<file path="src/rtl/ltx_pkg.sv">
package ltx_pkg;

    typedef enum logic [2:0] {
        MODE_LEGACY = 3'b000,
        MODE_FWDCLK = 3'b001,
        MODE_CP_LOW = 3'b010,
        MODE_CP_HIGH = 3'b011,
        MODE_TEST   = 3'b100
    } ltx_mode_e;

endpackage

</file>
<file path="src/rtl/ltx_parity.sv">
module ltx_parity #(
    parameter int W = 96
) (
    input  logic [W-1:0] data,
    output logic         odd_bit
);
    // Bit that makes data plus itself hold an odd number of ones.
    assign odd_bit = ~(^data);
endmodule

</file>
<file path="src/rtl/ltx_formatter.sv">
module ltx_formatter
    import ltx_pkg::*;
#(
    parameter int WORD_W   = 24,
    parameter int NWORDS   = 4,
    parameter int CNT_W    = 4,
    parameter int TEST_LSB = 8
) (
    input  logic [2:0]               mode,
    input  logic [$clog2(NWORDS)-1:0] slot,
    input  logic [WORD_W*NWORDS-1:0] payload,
    input  logic                     parity,
    input  logic [CNT_W-1:0]         cnt,
    output logic [WORD_W:0]          line
);
    localparam int SLOT_W = $clog2(NWORDS);
    localparam logic [SLOT_W-1:0] LAST_SLOT = SLOT_W'(NWORDS - 1);

    logic [WORD_W-1:0] words [NWORDS];
    logic [WORD_W-1:0] word_sel;
    logic              marker;

    for (genvar gi = 0; gi < NWORDS; gi++) begin : g_split
        assign words[gi] = payload[gi*WORD_W +: WORD_W];
    end

    assign word_sel = words[slot];

    // Framing pattern: high in the first half, low after, parity in the last slot.
    always_comb begin
        if (slot == LAST_SLOT) marker = parity;
        else                   marker = (int'(slot) < NWORDS / 2);
    end

    always_comb begin
        line = '0;
        case (mode)
            MODE_FWDCLK:  line = {~word_sel, ~slot[0]};
            MODE_CP_LOW:  line = {word_sel, marker};
            MODE_CP_HIGH: line = {marker, word_sel};
            MODE_TEST:    line[TEST_LSB +: CNT_W] = cnt;
            default:      line = {1'b0, words[0]};
        endcase
    end
endmodule

</file>
<file path="src/rtl/ltx_link_tx.sv">
module ltx_link_tx
    import ltx_pkg::*;
#(
    parameter int WORD_W   = 24,
    parameter int NWORDS   = 4,
    parameter int CNT_W    = 4,
    parameter int TEST_LSB = 8
) (
    input  logic                     clk,
    input  logic                     rst_n,
    input  logic                     slot_en,
    input  logic                     bunch_start,
    input  logic [WORD_W*NWORDS-1:0] payload,
    input  logic [2:0]               mode_cfg,
    output logic [WORD_W:0]          line_q
);
    localparam int PAY_W  = WORD_W * NWORDS;
    localparam int SLOT_W = $clog2(NWORDS);
    localparam logic [SLOT_W-1:0] LAST_SLOT = SLOT_W'(NWORDS - 1);

    typedef struct packed {
        logic [PAY_W-1:0]  payload;
        logic [2:0]        mode;
        logic [SLOT_W-1:0] slot;
        logic [CNT_W-1:0]  cnt;
    } frame_t;

    frame_t          fr_d, fr_q;
    logic [WORD_W:0] line_d;
    logic [WORD_W:0] fmt_line;
    logic            parity_d;

    always_comb begin
        fr_d = fr_q;
        if (slot_en) begin
            fr_d.cnt = fr_q.cnt + 1'b1;
            if (bunch_start) begin
                fr_d.payload = payload;
                fr_d.mode    = mode_cfg;
                fr_d.slot    = '0;
            end else if (fr_q.slot == LAST_SLOT) begin
                fr_d.slot = '0;
            end else begin
                fr_d.slot = fr_q.slot + 1'b1;
            end
        end
    end

    ltx_parity #(.W(PAY_W)) parity_i (
        .data    (fr_d.payload),
        .odd_bit (parity_d)
    );

    ltx_formatter #(
        .WORD_W   (WORD_W),
        .NWORDS   (NWORDS),
        .CNT_W    (CNT_W),
        .TEST_LSB (TEST_LSB)
    ) fmt_i (
        .mode    (fr_d.mode),
        .slot    (fr_d.slot),
        .payload (fr_d.payload),
        .parity  (parity_d),
        .cnt     (fr_q.cnt),
        .line    (fmt_line)
    );

    always_comb begin
        line_d = slot_en ? fmt_line : line_q;
    end

    always_ff @(posedge clk) begin
        if (!rst_n) begin
            fr_q   <= '0;
            line_q <= '0;
        end else begin
            fr_q   <= fr_d;
            line_q <= line_d;
        end
    end
endmodule

</file>
<file path="config.mk">
export PLATFORM = sky130hd
export DESIGN_NAME = ltx_link_tx
export DESIGN_NICKNAME = d
export VERILOG_FILES = /design/src/rtl/ltx_pkg.sv /design/src/rtl/ltx_parity.sv /design/src/rtl/ltx_formatter.sv /design/src/rtl/ltx_link_tx.sv
export SDC_FILE = /design/constraint.sdc
export NUM_CORES = 1
export LEC_CHECK = 0
export ABC_AREA = 1
export BUFFER_PORTS_ARGS = -buffer_cell sky130_fd_sc_hd__buf_2
export CAP_MARGIN = 40
export CELL_PAD_IN_SITES_DETAIL_PLACEMENT = 1
export CELL_PAD_IN_SITES_GLOBAL_PLACEMENT = 1
export CORE_UTILIZATION = 42
export CTS_CLUSTER_DIAMETER = 60
export DETAILED_ROUTE_END_ITERATION = 10
export GPL_ROUTABILITY_DRIVEN = 0
export PLACE_DENSITY_LB_ADDON = 0.12
export SLEW_MARGIN = 20
export SYNTH_ARGS = -nofsm -noshare
export SYNTH_HDL_FRONTEND = slang
export SYNTH_SLANG_ARGS = --single-unit
</file>
<file path="constraint.sdc">
create_clock -name clk -period 3.85 [get_ports clk]
set_input_delay 0.77 -clock clk [delete_from_list [all_inputs] [get_ports clk]]
set_output_delay 0.77 -clock clk [all_outputs]
set_load 0.01 [all_outputs]
</file>
* Word level (Yosys, flattened, before mapping)
Index checks and enable logic that the tools add are counted.
Word-level totals: bits in registers 130, bits of input ports 103, output and inout port bits 25
Operators by class: add/sub/neg operators 2, order comparisons 2, equality and inequality tests 6, muxes and demuxes 11, bitwise gates (word level) 4, reductions and logical operators 1
Operators by type and width (number):
- $mux W105 | 1
- $mux W99 | 1
- $reduce_xor A96 Y1 | 1
- $pmux W13 S4 | 1
- $bmux W24 S2 | 1
- $mux W24 | 2
- $pmux W8 S4 | 1
- $not A24 Y24 | 1
- $pmux W4 S4 | 1
- $eq A3 B2 Y1 const B | 2
- $add A4 B1 Y4 const B | 1
- $eq A2 B2 Y1 const B | 2
- $mux W2 | 2
- $eq A3 B1 Y1 const B | 1
- $eq A3 B3 Y1 const B | 1
- $ge A3 B3 Y1 const B | 1
- $not A2 Y3 | 1
- $add A2 B1 Y2 const B | 1
- $lt A2 B2 Y1 const B | 1
- $not A1 Y1 | 2
- $mux W1 | 1

* Logic depth before layout (Yosys ltp)
depth in word-level cells 10, mapped depth 27

* By module
A second synthesis with hierarchy kept.
Unflattened totals: cells, all modules 1699, area, all modules 9616.7 um^2
Modules (own cells, without submodules):
- ltx_link_tx | instances 1, cells an instance 772, area each 5666.7 um^2
- ltx_parity | instances 1, cells an instance 580, area each 2357.3 um^2
- ltx_formatter | instances 1, cells an instance 347, area each 1592.8 um^2

* Worst setup path before layout
OpenSTA, ideal clock, no wires.
kind input port to flip-flop, start input port slot_en, end register line_q[0], setup time 0.132 ns, data arrival time 2.513 ns, setup slack 1.206 ns, cell stages on the path 27, path buffers 3, path through buf_4 > nand2_4 > buf_8 > buf_6 > nand2_1 > nand2_1 > inv_2 > nand2_1 > nand2_1 > inv_1 > nand2_1 > nand2_1 > nand2_1 > nand2_1 > nand2_1 > nand2_1 > nand2_1 > nand2_1 > inv_1 > nand2_1 > nand3_1 > nand2_1 > nand2_1 > nand3_1 > nand2_1 > nand2_1 > a21oi_1
On the way: cells in the longest elaborated chain, start to end 6
RTL lines:
- start: declaration | line ltx_link_tx.sv:11 | input logic slot_en,
- branches (longest 6 deep; another with $mux W105)
- end signal: assignment | line ltx_link_tx.sv:78 | line_q <= line_d;
- end: declaration | line ltx_link_tx.sv:15 | output logic [WORD_W:0] line_q
Several ways; the timed one is not identified. The select of a mux whose other input is x is not followed. A chain may end at the register's enable or synchronous reset.

* Final worst setup path
start input port bunch_start, end register line_q[11]
On the way: cells in the longest elaborated chain, start to end 8
RTL lines:
- start: declaration | line ltx_link_tx.sv:12 | input logic bunch_start,
- $mux W2 | line ltx_link_tx.sv:37 | if (bunch_start) begin
- $mux W105 * | line ltx_link_tx.sv:35 | if (slot_en) begin
- $not A2 Y3 (implied by the code) | line ltx_formatter.sv:27 | assign word_sel = words[slot];
- $bmux W24 S2 | line ltx_formatter.sv:27
- $mux W24 (implied by the code) (2 in a row) | line ltx_formatter.sv:27
- $not A24 Y24 | line ltx_formatter.sv:38 | MODE_FWDCLK: line = {~word_sel, ~slot[0]};
- $pmux W4 S4 * | line ltx_formatter.sv:37 | case (mode)
Mark *: on every way between the ends. The rest lies on a longest branch, timed or not. The select of a mux whose other input is x is not followed.

==> out/qor.csv <==
metric,value,unit
status,completed,
DP HPWL,23.5,mm
synthesized cell area,8690,um^2
critical path's slowest cell,o21ai_0,
register area,2600,um^2
Initial DRC Count,638,
Tcrit/Tclk final,89.2,%
warnings from Yosys,0,
initial antenna violation count,0,
number of setup buffers added after CTS,0,
RSZ-0062 raised after global routing,false,
Vias,9991,
Critical Path Sink Type,flip-flop,
area growth from synthesis to layout,15.3,%
CP endpoint,line_q[11],
Syn Inst Count,1529,
Rows,52,
"Hold-fix buffers, CTS",0,
xor/xnor share of the synthesized area,1.68,%
critical path type,primary input to flip-flop,
Max Cap Viol,0,
Post-synth EDFFs,0,
Static Leak,5.31,nW
Tot Pwr,4.38,mW
CTS sink count,130,
Synth Register Bits,130,
Crit Path Max Fanout,73,
Hold WS,0.467,ns
Fin. Hold Viols,0,
Reg2Reg Setup Slack,0.70,ns
clock buffer depth,2,
Buffers on Ports,127,
vias in the first global route,9833,
initial core utilization,42.9,%
post-synthesis simple-gate area fraction,42.8,%
R2R depth,12,
Post-Syn Nets,1634,
Post-synth top cells,"657 x nand2_1, 155 x nor2_1, 137 x inv_1",
startpoint types,primary input,
worst slew pin tran,0.837,ns
CTS H-tree lvls,4,
grt total ovfl,0,
post-synthesis mux area share,0,%
origin of the worst setup path,bunch_start,
Post-Syn Area per Cell,5.68,um^2
Final #Nets,1724,
Synth Area in Adders,0.288,%
"Req. time, crit path",4.13,ns
Async SR Flop Fraction,0,%
Synth area leaders,"dfxtp_1 30%, nand2_1 28%, nand3_1 6.9%, nor2_1 6.7%, inv_1 5.9%",
Final min period,3.44,ns
Post-DRT Antenna Nets,0,
worst min path class,flip-flop to flip-flop,
drt via density,5.25,
later-pin clock latency in the skew report,0.43,ns
count of cell types in the netlist,32,
top-area cell type share of the netlist area,29.9,%
Diodes inserted,0,
global-route wire length before repair,50.1,mm
CTS resizes,0,
post-DR wirelength/cell,16.4,um
fmax,291,MHz
final wirelength,31.1,mm
setup_tns,0,ns
R2R Path End,line_q[11],
clock slew at reported path FFs,0.06,ns
Yosys top cell by area,dfxtp_1,
clk_skew,0.0142,ns
DIE HEIGHT,146,um
slowest cell delay on critical path,0.67,ns
maximum vdd drop,323,uV
CP Data Arrival Time,3.72,ns
io pins,128,
fraction of layout cells with a size suffix above 1,14.6,%
Crit path depth,14,
crit-path cells,buf_4 > buf_12 > inv_1 > nand3_1 > o21ai_4 > inv_1 > buf_4 > nor2_1 > o21ai_0 > o22ai_1 > a221oi_1 > o21ai_1 > nand2_1 > a21oi_1,
core box area,20200,um^2
post-synthesis compound-gate area fraction,12.3,%
CTS buffer count,17,
# setup viols final,0,
placed inst area,9430,um^2
FILL cells,2925,
GRT Resource Usage Total,29.8,%
Multi-input gate area,4980,um^2
Final Max Slew Viols,0,
top-count cell post-synth,nand2_1,
Crit path max-delay family,compound AO/OA/AOI/OAI gates,
root buffer cell,clkbuf_16,
die area,21300,um^2
Main synth FF type,dfxtp_1,
power density cells,437,nW/um^2
WP buf/inv,5,
die width,146,um
largest net degree at the start of global routing,74,
Post-route DRC,0,
sequential area share after synthesis,29.9,%
Slew headroom,43.6,%
post-route design area,10000,um^2
drt pass-1 iters,5,
CTS tree,done,
main combinational cell family by area after synthesis,simple AND/OR/NAND/NOR gates,
FF-to-FF Start,fr_q[4],
==> final cells by class <==
cell class,instances,area share (%)
well taps,270,3.37
inverters,179,6.72
repair buffers,149,8.41
clock inverters,9,1.31
flip-flops and latches,130,26.0
clock buffers,23,4.57
multi-input cells,1142,49.7
==> placed cells by master (no fill, tap or decap), drive strengths merged <==
master	netlist	routed
a21oi	49	49
a221oi	3	3
buf	48	149
bufinv	0	3
clkbuf	30	23
clkinv	1	5
clkinvlp	0	3
dfxtp	130	130
ha	2	2
inv	178	177
nand2	663	663
nand3	119	119
nor2	157	157
nor3	3	3
o2111ai	2	2
o211ai	3	3
o21ai	99	99
o221ai	18	18
o22ai	9	9
xnor2	9	9
xor2	6	6
==> power by group <==
group,leakage [nW],total (mW),switching (mW),internal [mW]
clock,0.277,1.67,0.638,1.03
sequential,1.07,1.46,0.0337,1.43
combinational,3.97,1.25,0.859,0.392
total,5.31,4.38,1.53,2.85
==> sequential cells by signal (all words and copies together) (netlist names) <==
signal	flops
fr_q	105
line_q	25
==> metal layers <==
metal	vias up	share of wire (%)	global-route usage [%]
met3	56	4.1	3.57
met2	219	49	52.8
met5	-	0	0
met1	4801	44	36.9
met4	0	2.7	10.9
li1	4915	-	-
==> worst register-to-register path, stage by stage, from the launching register on <==
cell      delay, ns
dfxtp_1        0.33
ha_1           0.21
nor2_1         0.08
nand3_1        0.12
o21ai_4        0.28
buf_4          0.45
o21ai_0        0.13
o21ai_0        0.68
o22ai_1        0.19
a221oi_1       0.26
o21ai_1        0.13
nand2_1        0.08
a21oi_1        0.07
==> logic make-up (layout without fill, tap and decap cells) <==
family,after synthesis,in the layout
AND/OR/NAND/NOR,942,942
buffers and inverters,257,360
AO/OA/AOI/OAI,183,183
flip-flops,130,130
XOR/XNOR,15,15
adder cells (fa/ha/maj),2,2
==> how the worst min path moves through the flow <==
| stage | endpoint | depth (start not counted) | slack [ns] | startpoint |
|---|---|---|---|---|
| after global routing | fr_q[3] | 1 | 0.49 | fr_q[3] |
| after detailed placement | fr_q[3] | 1 | 0.46 | fr_q[3] |
| after global placement | fr_q[3] | 1 | 0.45 | fr_q[3] |
| final | line_q[3] | 2 | 0.47 | line_q[3] |
| after floorplan | fr_q[3] | 1 | 0.42 | fr_q[3] |
| after CTS | line_q[3] | 2 | 0.47 | line_q[3] |
==> metrics by stage <==
step / utilization [%] / cells / setup WS [ns]
5_1_grt: 49.5 / 1902 / 0.179
4_1_cts: 49.5 / 1902 / 0.482
3_5_place_dp: 46.6 / 1870 / 0.0819
6_report: 49.5 / 1902 / 0.414
3_3_place_gp: 46.6 / 1870 / 0.155
2_1_floorplan: - / 1529 / 1.21
Power figures use the tool's default switching activity.
